**src/rtl/sap_pkg.sv**
```systemverilog
package sap_pkg;

    localparam int SMP_W   = 24;
    localparam int WID_W   = $clog2(SMP_W + 1);
    localparam int MSBJ_W  = 20;

    typedef logic [SMP_W-1:0] sample_t;

    typedef enum logic [2:0] {
        FMT_I2S   = 3'd0,
        FMT_MSBJ  = 3'd1,
        FMT_LSB16 = 3'd2,
        FMT_LSB18 = 3'd3,
        FMT_LSB20 = 3'd4,
        FMT_MIX16 = 3'd5,
        FMT_MIX18 = 3'd6,
        FMT_MIX20 = 3'd7
    } fmt_e;

    typedef enum logic [1:0] {
        FR_I2S = 2'd0,
        FR_MSB = 2'd1,
        FR_LSB = 2'd2
    } frame_e;

    typedef struct packed {
        frame_e            rx_fr;
        logic [WID_W-1:0]  rx_w;
        frame_e            tx_fr;
        logic [WID_W-1:0]  tx_w;
    } cfg_t;

    function automatic cfg_t decode_fmt(fmt_e f);
        cfg_t c;
        case (f)
            FMT_MSBJ:  c = '{FR_MSB, WID_W'(MSBJ_W), FR_MSB, WID_W'(MSBJ_W)};
            FMT_LSB16: c = '{FR_LSB, WID_W'(16),     FR_LSB, WID_W'(16)};
            FMT_LSB18: c = '{FR_LSB, WID_W'(18),     FR_LSB, WID_W'(18)};
            FMT_LSB20: c = '{FR_LSB, WID_W'(20),     FR_LSB, WID_W'(20)};
            FMT_MIX16: c = '{FR_LSB, WID_W'(16),     FR_MSB, WID_W'(MSBJ_W)};
            FMT_MIX18: c = '{FR_LSB, WID_W'(18),     FR_MSB, WID_W'(MSBJ_W)};
            FMT_MIX20: c = '{FR_LSB, WID_W'(20),     FR_MSB, WID_W'(MSBJ_W)};
            default:   c = '{FR_I2S, WID_W'(SMP_W),  FR_I2S, WID_W'(SMP_W)};
        endcase
        return c;
    endfunction

    // Copy bit w-1 into every position above it.
    function automatic sample_t sext(sample_t v, logic [WID_W-1:0] w);
        sample_t r;
        for (int i = 0; i < SMP_W; i++) begin
            r[i] = (i < int'(w)) ? v[i] : v[w - 1'b1];
        end
        return r;
    endfunction

    // The left channel is marked by word-select low in I2S and by word-select high otherwise.
    function automatic logic left_of(frame_e fr, logic ws);
        return (fr == FR_I2S) ? ~ws : ws;
    endfunction

endpackage

```
**src/rtl/sap_edge.sv**
```systemverilog
module sap_edge (
    input  logic clk,
    input  logic rst_n,
    input  logic sclk_in,
    input  logic ws_in,
    input  logic sd_in,
    output logic rise,
    output logic fall,
    output logic ws,
    output logic sd
);

    typedef struct packed {
        logic sclk;
        logic sclk_old;
        logic ws;
        logic sd;
    } edge_t;

    edge_t q, d;

    always_comb begin
        d          = q;
        d.sclk     = sclk_in;
        d.sclk_old = q.sclk;
        d.ws       = ws_in;
        d.sd       = sd_in;
    end

    always_ff @(posedge clk or negedge rst_n) begin
        if (!rst_n) q <= '0;
        else        q <= d;
    end

    assign rise = q.sclk & ~q.sclk_old;
    assign fall = ~q.sclk & q.sclk_old;
    assign ws   = q.ws;
    assign sd   = q.sd;

endmodule

```
**src/rtl/sap_rx.sv**
```systemverilog
module sap_rx
    import sap_pkg::*;
(
    input  logic              clk,
    input  logic              rst_n,
    input  frame_e            rx_fr,
    input  logic [WID_W-1:0]  rx_w,
    input  logic              rise,
    input  logic              ws,
    input  logic              sd,
    output sample_t           out_left,
    output sample_t           out_right,
    output logic              out_valid
);

    typedef struct packed {
        logic              ws_last;
        logic [1:0]        prime;
        logic              chan_prev;
        logic              started;
        sample_t           sreg;
        logic [WID_W-1:0]  nbits;
        sample_t           stage;
        logic              left_ok;
        sample_t           out_l;
        sample_t           out_r;
        logic              valid;
    } rx_t;

    rx_t     q, d;
    logic    chan;
    sample_t word;

    always_comb begin
        d       = q;
        d.valid = 1'b0;
        // In I2S the data bit belongs to the word-select level seen one bit earlier.
        chan    = (rx_fr == FR_I2S) ? q.ws_last : ws;
        word    = sext(q.sreg, rx_w);
        if (rise) begin
            d.ws_last = ws;
            if (q.prime != 2'd2) d.prime = q.prime + 2'd1;
            if (q.prime != 2'd0) begin
                d.chan_prev = chan;
                if (q.prime == 2'd2 && chan != q.chan_prev) begin
                    if (q.started) begin
                        if (left_of(rx_fr, q.chan_prev)) begin
                            d.stage   = word;
                            d.left_ok = 1'b1;
                        end else if (q.left_ok) begin
                            d.out_l   = q.stage;
                            d.out_r   = word;
                            d.valid   = 1'b1;
                            d.left_ok = 1'b0;
                        end
                    end
                    d.started = 1'b1;
                    d.sreg    = {{(SMP_W-1){1'b0}}, sd};
                    d.nbits   = WID_W'(1);
                end else if (rx_fr == FR_LSB || q.nbits < rx_w) begin
                    d.sreg = {q.sreg[SMP_W-2:0], sd};
                    if (q.nbits != WID_W'(SMP_W)) d.nbits = q.nbits + 1'b1;
                end
            end
        end
    end

    always_ff @(posedge clk or negedge rst_n) begin
        if (!rst_n) q <= '0;
        else        q <= d;
    end

    assign out_left  = q.out_l;
    assign out_right = q.out_r;
    assign out_valid = q.valid;

endmodule

```
**src/rtl/sap_tx.sv**
```systemverilog
module sap_tx
    import sap_pkg::*;
#(
    parameter int SLOT_BITS = 32
) (
    input  logic              clk,
    input  logic              rst_n,
    input  frame_e            tx_fr,
    input  logic [WID_W-1:0]  tx_w,
    input  logic              fall,
    input  logic              ws,
    input  sample_t           tx_left,
    input  sample_t           tx_right,
    output logic              sd_out
);

    localparam int POS_W = $clog2(SLOT_BITS + 1);
    localparam logic [POS_W-1:0] POS_MAX = POS_W'(SLOT_BITS);

    typedef struct packed {
        logic              primed;
        logic              ws_last;
        logic [POS_W-1:0]  pos;
        sample_t           hold_l;
        sample_t           hold_r;
        logic              sd;
    } tx_t;

    tx_t     q, d;
    sample_t word;
    int      p_i, w_i, b_i;

    always_comb begin
        d    = q;
        word = '0;
        p_i  = 0;
        w_i  = 0;
        b_i  = 0;
        if (fall) begin
            d.ws_last = ws;
            if (!q.primed) begin
                d.primed = 1'b1;
                d.pos    = POS_MAX;
            end else if (ws != q.ws_last) begin
                d.pos = '0;
                if (left_of(tx_fr, ws)) begin
                    d.hold_l = tx_left;
                    d.hold_r = tx_right;
                end
            end else if (q.pos != POS_MAX) begin
                d.pos = q.pos + 1'b1;
            end
            word = left_of(tx_fr, ws) ? d.hold_l : d.hold_r;
            p_i  = int'(d.pos);
            w_i  = int'(tx_w);
            b_i  = SLOT_BITS - 1 - p_i;
            d.sd = 1'b0;
            case (tx_fr)
                FR_I2S: if (p_i >= 1 && p_i <= SMP_W) d.sd = word[SMP_W - p_i];
                FR_MSB: if (p_i < w_i) d.sd = word[w_i - 1 - p_i];
                default: if (p_i < SLOT_BITS) d.sd = (b_i < w_i) ? word[b_i] : word[w_i - 1];
            endcase
        end
    end

    always_ff @(posedge clk or negedge rst_n) begin
        if (!rst_n) q <= '0;
        else        q <= d;
    end

    assign sd_out = q.sd;

endmodule

```
**src/rtl/sap_top.sv**
```systemverilog
module sap_top
    import sap_pkg::*;
#(
    parameter int SLOT_BITS = 32
) (
    input  logic             clk,
    input  logic             rst_n,
    input  logic [2:0]       fmt_sel,
    input  logic             sclk_in,
    input  logic             ws_in,
    input  logic             sd_in,
    input  logic [SMP_W-1:0] tx_left,
    input  logic [SMP_W-1:0] tx_right,
    output logic             sd_out,
    output logic [SMP_W-1:0] rx_left,
    output logic [SMP_W-1:0] rx_right,
    output logic             rx_valid
);

    cfg_t cfg;
    logic edge_rise, edge_fall, ws_s, sd_s;

    assign cfg = decode_fmt(fmt_e'(fmt_sel));

    sap_edge edge_i (
        .clk     (clk),
        .rst_n   (rst_n),
        .sclk_in (sclk_in),
        .ws_in   (ws_in),
        .sd_in   (sd_in),
        .rise    (edge_rise),
        .fall    (edge_fall),
        .ws      (ws_s),
        .sd      (sd_s)
    );

    sap_rx rx_i (
        .clk       (clk),
        .rst_n     (rst_n),
        .rx_fr     (cfg.rx_fr),
        .rx_w      (cfg.rx_w),
        .rise      (edge_rise),
        .ws        (ws_s),
        .sd        (sd_s),
        .out_left  (rx_left),
        .out_right (rx_right),
        .out_valid (rx_valid)
    );

    sap_tx #(.SLOT_BITS(SLOT_BITS)) tx_i (
        .clk      (clk),
        .rst_n    (rst_n),
        .tx_fr    (cfg.tx_fr),
        .tx_w     (cfg.tx_w),
        .fall     (edge_fall),
        .ws       (ws_s),
        .tx_left  (tx_left),
        .tx_right (tx_right),
        .sd_out   (sd_out)
    );

endmodule

```
**config.mk**
```make
export PLATFORM = sky130hd
export DESIGN_NAME = sap_top
export DESIGN_NICKNAME = d
export VERILOG_FILES = /design/src/rtl/sap_pkg.sv /design/src/rtl/sap_edge.sv /design/src/rtl/sap_rx.sv /design/src/rtl/sap_tx.sv /design/src/rtl/sap_top.sv
export SDC_FILE = /design/constraint.sdc
export NUM_CORES = 1
export LEC_CHECK = 0
export BUFFER_PORTS_ARGS = -buffer_cell sky130_fd_sc_hd__clkbuf_2
export CORE_UTILIZATION = 52
export DETAILED_ROUTE_END_ITERATION = 8
export PLACE_DENSITY = 0.75
export SETUP_SLACK_MARGIN = 0.02
export SYNTH_ARGS = -nofsm -noshare
export SYNTH_HDL_FRONTEND = slang
export SYNTH_SLANG_ARGS = --single-unit
```
**constraint.sdc**
```tcl
create_clock -name clk -period 3.53 [get_ports clk]
set_input_delay 0.1765 -clock clk [delete_from_list [all_inputs] [get_ports clk]]
set_output_delay 0.1765 -clock clk [all_outputs]
set_load 0.005 [all_outputs]
```
* Yosys cells after proc, flatten, opt, wreduce, memory -nomap -nowiden
Cells that the tools add are included.
Widths: inputs -> output; s select.
** Storage, ports and cells
- Word-level logic and storage cells :: 168
- Output and inout bits :: 50
- Register bits :: 169
- Input port bits :: 56
** Operators by class
- Muxes and demuxes :: 66
- Reduce and logical (&&, ||, !) cells :: 16
- Order comparisons :: 35
- Equal/unequal tests :: 15
- Bitwise operators :: 7
- Add/subtract/negate cells :: 8
** Operator list (number)
- $mux 48 :: 4
- $lt 32x7->1 const B :: 4
- $pmux 14 s7 :: 1
- $mux 29 :: 2
- $mux 1 :: 47
- $lt 4x5->1 const A :: 8
- $lt 5x5->1 const A :: 8
- $lt 32x6->1 :: 1
- $sub 32x7->32 :: 1
- $bmux 1 s5 :: 5
- $mux 24 :: 1
- $mux 6 :: 4
- $lt 3x5->1 const A :: 4
- $sub 5x6->7 const A :: 2
- $eq 3x3->1 const B :: 4
- $lt 1x5->1 const A :: 2
- $lt 2x5->1 const A :: 2
- $reduce_and 4->1 :: 2
- $add 6x1->6 const B :: 1
- $eq 3x2->1 const B :: 2
- $ge 6x1->1 const B :: 1
- $le 6x5->1 const B :: 1
- $lt 5x6->1 const B :: 1
- $lt 6x5->1 :: 1
- 25 further kinds :: 38

* Longest topological paths before layout
- Depth after elaboration :: 15
- Depth in mapped cells :: 18

* Cells and area by module
Synthesis repeated with hierarchy kept, for this count alone.
** Second synthesis, totals
- Cells, all modules :: 1032
- Area, all modules :: 10521.3 sq um
** Modules (own cells, without submodules)
- sap_rx :: sequential area each 2702.6 sq um, cells each 504, instances 1, area each 5586.6 sq um
- sap_tx :: sequential area each 1426.4 sq um, cells each 505, instances 1, area each 4715.8 sq um
- sap_edge :: sequential area each 100.1 sq um, cells each 6, instances 1, area each 115.1 sq um
- sap_top :: sequential area each 0.0 sq um, cells each 17, instances 1, area each 103.8 sq um

* Worst setup path after synthesis
OpenSTA, ideal clock, no wires.
- Kind :: reg2reg
- Start :: register tx_i.q[49] (netlist name)
- End :: register tx_i.q, in the netlist tx_i.sd_out
- Period minus slack after synthesis :: 3772 ps
- Arrival time :: 3644 ps
- Setup slack :: -242 ps
- Stages on the path, launching flop included :: 19
- Cell sequence :: dfrtp_1 clkbuf_1 inv_1 ha_1 nand2_1 or2_1 buf_6 and2_0 or3_1 buf_6 buf_6 ha_1 xor2_4 mux2_2 nor3_1 a311oi_1 nand3_1 nand3_1 a2111o_1
** On the way
- Word-level cells in the longest chain between the ends :: 12
** RTL lines
- start: declaration :: line sap_tx.sv:29 : tx_t q, d;
- start signal: assignment :: line sap_tx.sv:67 : if (!rst_n) q <= '0;
- start signal: assignment :: line sap_tx.sv:68 : else q <= d;
- $add 6x1->6 / $ne 6x6->1 (equally long branches) :: line sap_tx.sv:51, sap_tx.sv:50
- $mux 6 * :: line sap_tx.sv:50 : end else if (q.pos != POS_MAX) begin
- $mux 6 * :: line sap_tx.sv:44 : end else if (ws != q.ws_last) begin
- $mux 6 * :: line sap_tx.sv:41 : if (!q.primed) begin
- $mux 6 * :: line sap_tx.sv:39 : if (fall) begin
- parallel branches: the longest is 6 deep, another holds $sub 32x7->32
- $pmux 1 s2 * :: line sap_tx.sv:58 : case (tx_fr)
Mark *: on every way between the ends. The select of a mux whose other input is x is not followed.
A chain may end at the register's enable or synchronous reset.

* Worst setup path in the final report
- Start :: register tx_i.q[52] (netlist name)
- End :: register tx_i.q, in the netlist tx_i.sd_out
Same word-level chain as after synthesis.

==> flow_summary_export.csv <==
group,metric,value,unit
run_status,outcome,"finished, final reports clean",
cts,cts_buffer_depth,2,
grt,antenna_found_initial,0,
logic_synthesis,synth-edff-count,0,
logic_synthesis,synthTopCellsByArea,"dfrtp_1 (46%), nand2_1 (8.8%), mux2_2 (8.4%)",
critical_path,critPathTopFamily,"simple AND/OR/NAND/NOR gates",
critical_path,worstPathArrival,3780,ps
timing,finClkSkew,11.2,ps
detailed_routing,routed_wl,22000,um
grt,grt_pass1_vias,7049,
logic_synthesis,yosysSeqAreaShare,46.2,%
critical_path,slowest_stage,"dfrtp_1",
die,die_area,18200,um^2
die,dieWidth,135,um
logic_synthesis,synth_flop_cell,"dfrtp_1",
die,io_pins,106,
logic_synthesis,synth_top_area_share,46.2,%
cts,h-tree-depth,4,
logic_synthesis,synth.yosys.warnings,0,
detailed_routing,antenna_left,0,
logic_synthesis,syn-instance-count,950,
power_and_ir_drop,ir_drop,0.400,mV
critical_path,path_buf_inv,0,
critical_path,crit_path_start_kind,"register",
critical_path,path_class,"reg2reg",
die,core_area,17200,um^2
timing,slew_viol_final,0,
place,port_buffers,105,
logic_synthesis,ys_seq_elements,169,
cts,clock-sinks,169,
place,dpl.hpwl,14400,um
grt,grt_pass1_wl,35800,um
place,place.gp.congestion,0.940,
critical_path,crit_top_cell,"or3_4",
die,start_util,53.2,%
grt,grt_max_degree,86,
timing,holdWs,12.8,ps
detailed_routing,drc,0,
critical_path,critPathCaptureType,"register",
critical_path,timing.critical_path.fanout_max,4,
grt,grt_util_all_layers,25.2,%
detailed_routing,via_count,7253,
place,dp_slack,139,ps
logic_synthesis,syn_area,9160,um^2
detailed_routing,dr.pass1.iters,6,
detailed_routing,routed_via_density,5.63,
logic_synthesis,synthArstFlopShare,100,%
cts,clock_latency,440,ps
timing,max_freq,0.294,GHz
worst_hold_path,min_path_type,"in2reg",
logic_synthesis,synth_cell_type_count,63,
critical_path,worstPathCellList,"or3_4 > or2_1 > and2_0 > or3_4 > ha_4 > a211oi_4 > xnor2_4 > and2_4 > a221oi_1 > o21ai_1 > a2111oi_2 > a2111o_1",
timing,tightest_slew,861,ps
timing,finalCritPeriodShare,96.5,%
critical_path,r2r_slack,120,ps
power_and_ir_drop,p_total,0.00637,W
cells_and_area,fin_nets,1129,
die,fp.dieH,135,um
logic_synthesis,synth_fp_nets,1029,
timing,final-setup-viol-count,0,
critical_path,required,3900,ps
cts,numCtsBuffers,17,
detailed_routing,first_iter_violations,458,
grt,grt_overflow,0,
run,maxCapViolCount,0,
cells_and_area,final_cell_mix,"nand2_1 (214), dfrtp_1 (168), clkbuf_2 (104)",
cells_and_area,area_growth_syn_to_layout,17.6,%
cells_and_area,layout_commonest_cell,"nand2_1",
cts,cts_tree,"built",
cts,clock-root-buffer,"clkbuf_16",
critical_path,cpPeakStageDelay,410,ps
cells_and_area,drive_gt1_share,25.5,%
timing,hold_violations,0,
cts,clk_pin_slew,70,ps
logic_synthesis,yosys.area.top_type,"dfrtp_1",
detailed_routing,wl_per_cell,17.1,um
cells_and_area,diodes,0,
timing,fin_ws,125,ps
logic_synthesis,avgSynthCellArea,9.64,um^2
cells_and_area,stdcell_area,10800,um^2
timing,fin_crit,3410,ps
die,num_rows,48,
place,placed_area,9670,um^2
power_and_ir_drop,p_leak,5.37,nW
timing,relSlewSlack,42.6,%
power_and_ir_drop,power-per-cell-area,591,nW/um^2
[synthesized netlist by cell type (3+ instances only)]
| cell type | instances |
|---|---|
| ha_1 | 23 |
| nor2_1 | 30 |
| or2_2 | 4 |
| buf_2 | 9 |
| nor2b_1 | 5 |
| a21oi_1 | 10 |
| o21ai_0 | 53 |
| nand2b_1 | 6 |
| nand3_1 | 66 |
| inv_1 | 17 |
| xnor2_1 | 9 |
| nand2_1 | 215 |
| buf_1 | 3 |
| a31oi_1 | 22 |
| clkbuf_1 | 41 |
| nor3_1 | 26 |
| xor2_1 | 8 |
| mux2_2 | 68 |
| mux2i_1 | 51 |
| a22oi_1 | 4 |
| o21ai_1 | 3 |
| buf_6 | 3 |
| buf_4 | 48 |
| nand4_1 | 6 |
| o21a_1 | 4 |
| dfrtp_1 | 169 |
| mux4_2 | 3 |
[layout make-up]
| cell class | count | area, um^2 |
|---|---|---|
| clock buffer | 17 | 425 |
| clock inverter | 15 | 156 |
| multi-input combinational | 656 | 4300 |
| timing repair buffer | 186 | 1290 |
| fill | 1373 | 6460 |
| tap | 225 | 282 |
| sequential | 169 | 4230 |
| inverter | 20 | 87.6 |
[where the power goes]
group,internal [W],switching [W],leakage (nW)
clock network,0.00100,0.000875,0.285
registers,0.00228,0.000279,2.22
logic,0.000887,0.00104,2.86
[registers in the layout, summed over array words and instances, names as in the netlist]
name	count
edge_i.sd	1
rx_i.out_right	24
rx_i.out_left	24
edge_i.d	1
rx_i.q	59
tx_i.q	56
rx_i.out_valid	1
edge_i.ws	1
tx_i.sd_out	1
edge_i.q	1
[stage by stage]
step,std cells,util (%),TNS [ps]
2_1_floorplan,950,-,0
3_3_place_gp,1207,56.1,0
3_5_place_dp,1207,56.1,0
4_1_cts,1284,62.1,0
5_1_grt,1288,62.5,-23.7
6_report,1288,62.5,0
[cells by family after synthesis]
| family | count (synthesis) | share of synthesized area (%) |
|---|---|---|
| AOI/OAI and AO/OA | 119 | 8.39 |
| xor gates and xnor gates | 20 | 2.28 |
| adders and majority gates | 23 | 3.14 |
| buffers and inverters | 125 | 7.72 |
| DFF | 169 | 46.2 |
| muxes | 122 | 14.7 |
| and+or+nand+nor | 372 | 17.6 |
[final timing paths]
| path | cells past startpoint | to | startpoint |
|---|---|---|---|
| setup / recovery | 12 | tx_i.sd_out | tx_i.q[52] |
| hold / removal | 2 | tx_i.q[35] | tx_left[10] |
| setup reg to reg | 12 | tx_i.sd_out | tx_i.q[52] |
| hold reg to reg | 0 | edge_i.q[2] | edge_i.d[2] |
| max in group asynchronous | 3 | rx_i.q[87] | rst_n |
| min in group asynchronous | 2 | rx_i.out_left[19] | rst_n |
[per-layer routing]
| layer | up-vias | global-route usage (%) | wire length [um] |
|---|---|---|---|
| li1 | 3415 | - | - |
| met1 | 3552 | 33.9 | 9800 |
| met2 | 235 | 40.9 | 10500 |
| met3 | 51 | 4.73 | 1150 |
| met4 | 0 | 8.30 | 550 |
| met5 | - | 0 | 0 |
[what timing repair did]
item / 4_1_cts / 5_1_grt
setup endpoints to repair: 0 / 1
endpoints found under the hold margin: 127 / 0
gates resized for setup: 0 / 4
hold buffers: 45 / 0
buffers inserted: 0 / 4
Note: power is estimated with default switching activity, not from simulation.
